### src/rtl/irq_router_pkg.sv
package irq_router_pkg;

  localparam int OFS_ROUTE  = 'h000;
  localparam int OFS_MASKCL = 'h078;
  localparam int OFS_MASKST = 'h080;
  localparam int OFS_STAT0  = 'h09C;
  localparam int OFS_STAT1  = 'h0A0;
  localparam int OFS_LEVEL  = 'h0A4;

  localparam int NUM_PARENT = 2;

  typedef struct packed {
    logic setEn;
    logic clrEn;
    logic wrRoute;
  } strobe_t;

  typedef enum logic [2:0] {
    RD_NONE,
    RD_ROUTE,
    RD_ENABLE,
    RD_STAT0,
    RD_STAT1,
    RD_LEVEL
  } rdsel_e;

endpackage

### src/rtl/irq_router_ctrl.sv
module irq_router_ctrl
  import irq_router_pkg::*;
#(
  parameter int ADDR_W = 12
) (
  input  logic              clk,
  input  logic              rstN,
  input  logic [ADDR_W-1:0] addr,
  input  logic              wrEn,
  output strobe_t           strb,
  output rdsel_e            rdSel
);

  logic hitRoute, hitClr, hitSet, hitStat0, hitStat1, hitLevel;

  always_comb begin
    hitRoute = (addr == ADDR_W'(OFS_ROUTE));
    hitClr   = (addr == ADDR_W'(OFS_MASKCL));
    hitSet   = (addr == ADDR_W'(OFS_MASKST));
    hitStat0 = (addr == ADDR_W'(OFS_STAT0));
    hitStat1 = (addr == ADDR_W'(OFS_STAT1));
    hitLevel = (addr == ADDR_W'(OFS_LEVEL));
  end

  always_comb begin
    strb.setEn   = wrEn && hitSet;
    strb.clrEn   = wrEn && hitClr;
    strb.wrRoute = wrEn && hitRoute;
  end

  always_comb begin
    rdSel = RD_NONE;
    if (hitRoute)               rdSel = RD_ROUTE;
    else if (hitClr || hitSet)  rdSel = RD_ENABLE;
    else if (hitStat0)          rdSel = RD_STAT0;
    else if (hitStat1)          rdSel = RD_STAT1;
    else if (hitLevel)          rdSel = RD_LEVEL;
  end

  AST_STROBE_EXCLUSIVE: assert property (@(posedge clk) disable iff (!rstN)
    $onehot0({strb.setEn, strb.clrEn, strb.wrRoute}));

  AST_IDLE_NO_STROBE: assert property (@(posedge clk) disable iff (!rstN)
    !wrEn |-> (strb == '0));

endmodule

### src/rtl/irq_router_dp.sv
module irq_router_dp
  import irq_router_pkg::*;
#(
  parameter int NUM_SRC = 32
) (
  input  logic               clk,
  input  logic               rstN,
  input  strobe_t            strb,
  input  rdsel_e             rdSel,
  input  logic [NUM_SRC-1:0] wrData,
  input  logic [NUM_SRC-1:0] srcIn,
  output logic [NUM_SRC-1:0] rdData,
  output logic [NUM_PARENT-1:0] irqOut
);

  logic [NUM_SRC-1:0] enQ;
  logic [NUM_SRC-1:0] routeQ;
  logic [NUM_SRC-1:0] statQ [NUM_PARENT];

  always_ff @(posedge clk) begin
    if (!rstN) begin
      enQ <= '0;
    end else if (strb.setEn) begin
      enQ <= enQ | wrData;
    end else if (strb.clrEn) begin
      enQ <= enQ & ~wrData;
    end
  end

  always_ff @(posedge clk) begin
    if (!rstN) begin
      routeQ <= '0;
    end else if (strb.wrRoute) begin
      routeQ <= wrData;
    end
  end

  for (genvar k = 0; k < NUM_PARENT; k++) begin : g_parent
    logic [NUM_SRC-1:0] selMask;
    assign selMask = (k == 0) ? ~routeQ : routeQ;

    always_ff @(posedge clk) begin
      if (!rstN) statQ[k] <= '0;
      else       statQ[k] <= srcIn & enQ & selMask;
    end

    assign irqOut[k] = |statQ[k];
  end

  always_comb begin
    unique case (rdSel)
      RD_ROUTE:  rdData = routeQ;
      RD_ENABLE: rdData = enQ;
      RD_STAT0:  rdData = statQ[0];
      RD_STAT1:  rdData = statQ[1];
      RD_LEVEL:  rdData = srcIn;
      default:   rdData = '0;
    endcase
  end

  AST_SET_TAKES: assert property (@(posedge clk) disable iff (!rstN)
    strb.setEn |=> ((enQ & $past(wrData)) == $past(wrData)));

  AST_CLR_TAKES: assert property (@(posedge clk) disable iff (!rstN)
    strb.clrEn |=> ((enQ & $past(wrData)) == '0));

  AST_ENABLE_HOLDS: assert property (@(posedge clk) disable iff (!rstN)
    !(strb.setEn || strb.clrEn) |=> $stable(enQ));

  AST_ROUTE_HOLDS: assert property (@(posedge clk) disable iff (!rstN)
    !strb.wrRoute |=> $stable(routeQ));

  AST_STATUS_MASKED: assert property (@(posedge clk) disable iff (!rstN)
    1'b1 |=> (((statQ[0] | statQ[1]) & ~$past(enQ)) == '0));

  AST_PARENTS_DISJOINT: assert property (@(posedge clk) disable iff (!rstN)
    (statQ[0] & statQ[1]) == '0);

endmodule

### src/rtl/irq_router_top.sv
module irq_router_top
  import irq_router_pkg::*;
#(
  parameter int ADDR_W  = 12,
  parameter int NUM_SRC = 32
) (
  input  logic               clk,
  input  logic               rstN,
  input  logic [ADDR_W-1:0]  regAddr,
  input  logic               regWrEn,
  input  logic [NUM_SRC-1:0] regWrData,
  output logic [NUM_SRC-1:0] regRdData,
  input  logic [NUM_SRC-1:0] srcLines,
  output logic [NUM_PARENT-1:0] irqOut
);

  strobe_t strb;
  rdsel_e  rdSel;

  irq_router_ctrl #(.ADDR_W(ADDR_W)) u_ctrl (
    .clk   (clk),
    .rstN  (rstN),
    .addr  (regAddr),
    .wrEn  (regWrEn),
    .strb  (strb),
    .rdSel (rdSel)
  );

  irq_router_dp #(.NUM_SRC(NUM_SRC)) u_dp (
    .clk    (clk),
    .rstN   (rstN),
    .strb   (strb),
    .rdSel  (rdSel),
    .wrData (regWrData),
    .srcIn  (srcLines),
    .rdData (regRdData),
    .irqOut (irqOut)
  );

  AST_LINE_DROP: assert property (@(posedge clk) disable iff (!rstN)
    (srcLines == '0) |=> (irqOut == '0));

endmodule

### config.mk
export PLATFORM = sky130hd
export DESIGN_NAME = irq_router_top
export DESIGN_NICKNAME = d
export VERILOG_FILES = /design/src/rtl/irq_router_pkg.sv /design/src/rtl/irq_router_ctrl.sv /design/src/rtl/irq_router_dp.sv /design/src/rtl/irq_router_top.sv
export SDC_FILE = /design/constraint.sdc
export NUM_CORES = 1
export LEC_CHECK = 0
export BUFFER_PORTS_ARGS = -buffer_cell sky130_fd_sc_hd__buf_2
export CAP_MARGIN = 10
export CORE_MARGIN = 4
export CORE_UTILIZATION = 60
export CTS_CLUSTER_DIAMETER = 50
export DETAILED_ROUTE_END_ITERATION = 6
export PLACE_DENSITY = 0.85
export SLEW_MARGIN = 0
export SYNTH_ARGS = -nofsm -noshare
export SYNTH_HDL_FRONTEND = slang
export SYNTH_SLANG_ARGS = --single-unit
### constraint.sdc
create_clock -name clk -period 6.9 [get_ports clk]
set_clock_uncertainty 0.15 [all_clocks]
set_input_delay 1.035 -clock clk [delete_from_list [all_inputs] [get_ports clk]]
set_output_delay 1.035 -clock clk [all_outputs]
set_load 0.02 [all_outputs]
==> run metrics <==
RSZ-0062 raised after global routing no; Crit path arrival time about 3.8 ns; PostCTS Resize Cnt 0; Worst Path Max Fanout 36; synth warn 0; setup bufs post-CTS 0; CP Launch Type input pin; Wirelength per Cell 19.8 µm; Area Overhead vs Synth 19.8%; Sw Pwr 0.383 mW; DRT Wirelength 18.1 mm; CP required between 5 and 6 ns; Initial Util between 60% and 70%; Max Freq 0.202 GHz; DRC viols 0; Filler Cell Count roughly 740; grt ovf 0; row count 36; TritonRoute pass-1 iters 7; Nets 848; Pwr per Cell Area about 240 nW/µm²; die width approximately 110 µm; Sw Ratio 22.2%; Overall Power between 1.5 and 2 mW; vias 5,869; hold path startpoint u_dp.g_parent[1].selMask[11]$_SDFFE_PN0P_; post-route minimum period between 4 and 5 ns; Antenna Nets Post-Route 0; Max-slew headroom roughly a quarter; commonest non-fill, non-tap cell in the layout dfxtp_1; Die ar. roughly 12,000 µm²; Max IR drop VDD between 0.15 and 0.2 mV; register share of total power 42.8%; worst hold slack roughly 0.31 ns; largest net degree at the start of global routing just under 100; CTS hold repair buffers 0; CP Capture Type output pin; PortBufs between 100 and 150; TritonCTS buffer count 17; antenna violations before repair 2; clock network power share 52.0%; First DRT Iteration DRCs 549; global-route wire length before repair just under 30 mm; Syn Nets roughly 760; final-report hold violation count 0; CP Class in2out; H-tree depth 4; status completed; Total GRT Usage approximately a third; CTS tree built; most frequent cells in the layout 128 x dfxtp_1, 112 x buf_2, 100 x nand2_1, 63 x mux2i_1, 34 x inv_1; gpl congestion between 0.8 and 0.9; later-pin clock latency in the skew report around 0.53 ns; Final Setup Violations 0; worst slew pin tran ~1.1 ns; clk sinks 128; worst reg2reg path depth 3; MaxCap Viol Count 0; sequential area share after synthesis around 42%; share of post-route cells with drive strength above 1 a little over a fifth; period utilisation layout approximately 72%; Logic pwr share 5.2%; Lkg Pwr roughly 3 nW; setup slack, reg-to-reg approximately 5.9 ns; Cells after Synth just under 700; Slew Limit Fails 0; Vert. Die Dim ~110 µm; CTS Buffer Depth 2; syn_area_per_cell approximately 8.9 µm²; core area between 9000 and 10,000 µm²; clock transition at the registers of the reported paths around 0.06 ns; internal power about 1.3 mW; fin util 74.0%; post-synthesis cell area 6070 µm²; hold path cells 1; I/O pins 113; setup TNS 0 ns; vias in the first global route roughly 5,900; clock root buffer clkbuf_8; synth unique cells 36; #FFs+latches synth ~130; Vias/cell about 6.4; Final Non-Filler Cells 916; Hold Crit Class reg2reg; dpl hpwl between 10 and 15 mm; Worst Hold End u_dp.statQ[0][11]$_SDFF_PN0_; placed cell count 883
## worst max-delay path, stage by stage
cell and delay (ns):
buf_2 0.82, nand4b_1 0.27, nor4_4 0.75, buf_4 0.41, a22oi_1 0.14, o21ai_1 0.13
buf_2 0.19
## metrics by stage
stage	cell area [µm²]	setup slack, ns
after detailed placement	6660	2.01
final	7270	1.95
after global routing	7270	1.79
after CTS	7270	1.99
after floorplan	6070	2.86
after global placement	6660	2.10
## area by class of cell
type | count | area [µm²] | share of cell area, %
Inverter | 34 | 128 | 1.76
Clock buffer | 19 | 442 | 6.07
Clock inverter | 13 | 163 | 2.24
Antenna cell | 1 | 2.50 | 0.0344
Tap cell | 133 | 166 | 2.29
Multi-Input combinational cell | 464 | 3160 | 43.4
Sequential cell | 128 | 2560 | 35.2
Timing Repair Buffer | 124 | 651 | 8.95
## cell usage after synthesis (all sizes together)
cell / instances / area (µm²)
and4b: 1 / 10.0
inv: 34 / 128
and2: 1 / 6.26
nand4bb: 1 / 11.3
o2111ai: 1 / 8.76
nor4b: 1 / 8.76
nor4: 20 / 146
o22ai: 33 / 206
nor3b: 31 / 233
nor2: 3 / 11.3
mux2i: 63 / 631
or3: 3 / 28.8
clkbuf: 46 / 173
nor3: 2 / 10.0
nand4b: 1 / 8.76
a21o: 32 / 240
nand4: 6 / 37.5
nand3: 1 / 5.00
nand2: 100 / 375
o21ai: 31 / 163
dfxtp: 128 / 2560
nand2b: 1 / 6.26
a31oi: 32 / 200
or2: 3 / 18.8
buf: 7 / 71.3
a21boi: 32 / 240
a22oi: 31 / 233
and4: 31 / 272
or4: 3 / 26.3
## worst max path at each step
| stage | from | endpoint | slack (ns) | cells after the start |
|---|---|---|---|---|
| 2_1_floorplan | regAddr[9] | regRdData[15] | 2.86 | 5 |
| 3_3_place_gp | regAddr[2] | regRdData[19] | 2.10 | 7 |
| 3_5_place_dp | regAddr[2] | regRdData[16] | 2.01 | 7 |
| 4_1_cts | regAddr[2] | regRdData[16] | 1.99 | 7 |
| 5_1_grt | regAddr[2] | regRdData[19] | 1.79 | 7 |
| 6_report | regAddr[2] | regRdData[16] | 1.95 | 7 |
## power by group through the flow
stage / logic [mW] / clock network, mW / registers [mW]
3_3_place_gp: 0.0855 / 0 / 0.755
4_1_cts: 0.0882 / 0.904 / 0.739
6_report: 0.0901 / 0.900 / 0.739
2_1_floorplan: 0.0431 / 0 / 0.755
3_5_place_dp: 0.0873 / 0 / 0.755
5_1_grt: 0.0951 / 0.939 / 0.739
## layer usage
layer	share of wire, %	global-route usage (%)
met1	39	38.4
met4	2.6	12.8
met3	9.7	9.37
met2	49	52.5
met5	0.066	0
## kinds of logic (layout without fill, tap and decap cells)
kind of cell           Yosys count  after routing  synth area share, %
DFF                            128            128                 42.2
and+or+nand+nor                209            209                 20.0
muxes                           63             63                 10.4
buffers and inverters           87            190                 6.12
other                            0              1                    0
AOI/OAI and AO/OA              192            192                 21.3
No activity file was read; power rests on OpenSTA's default activity.
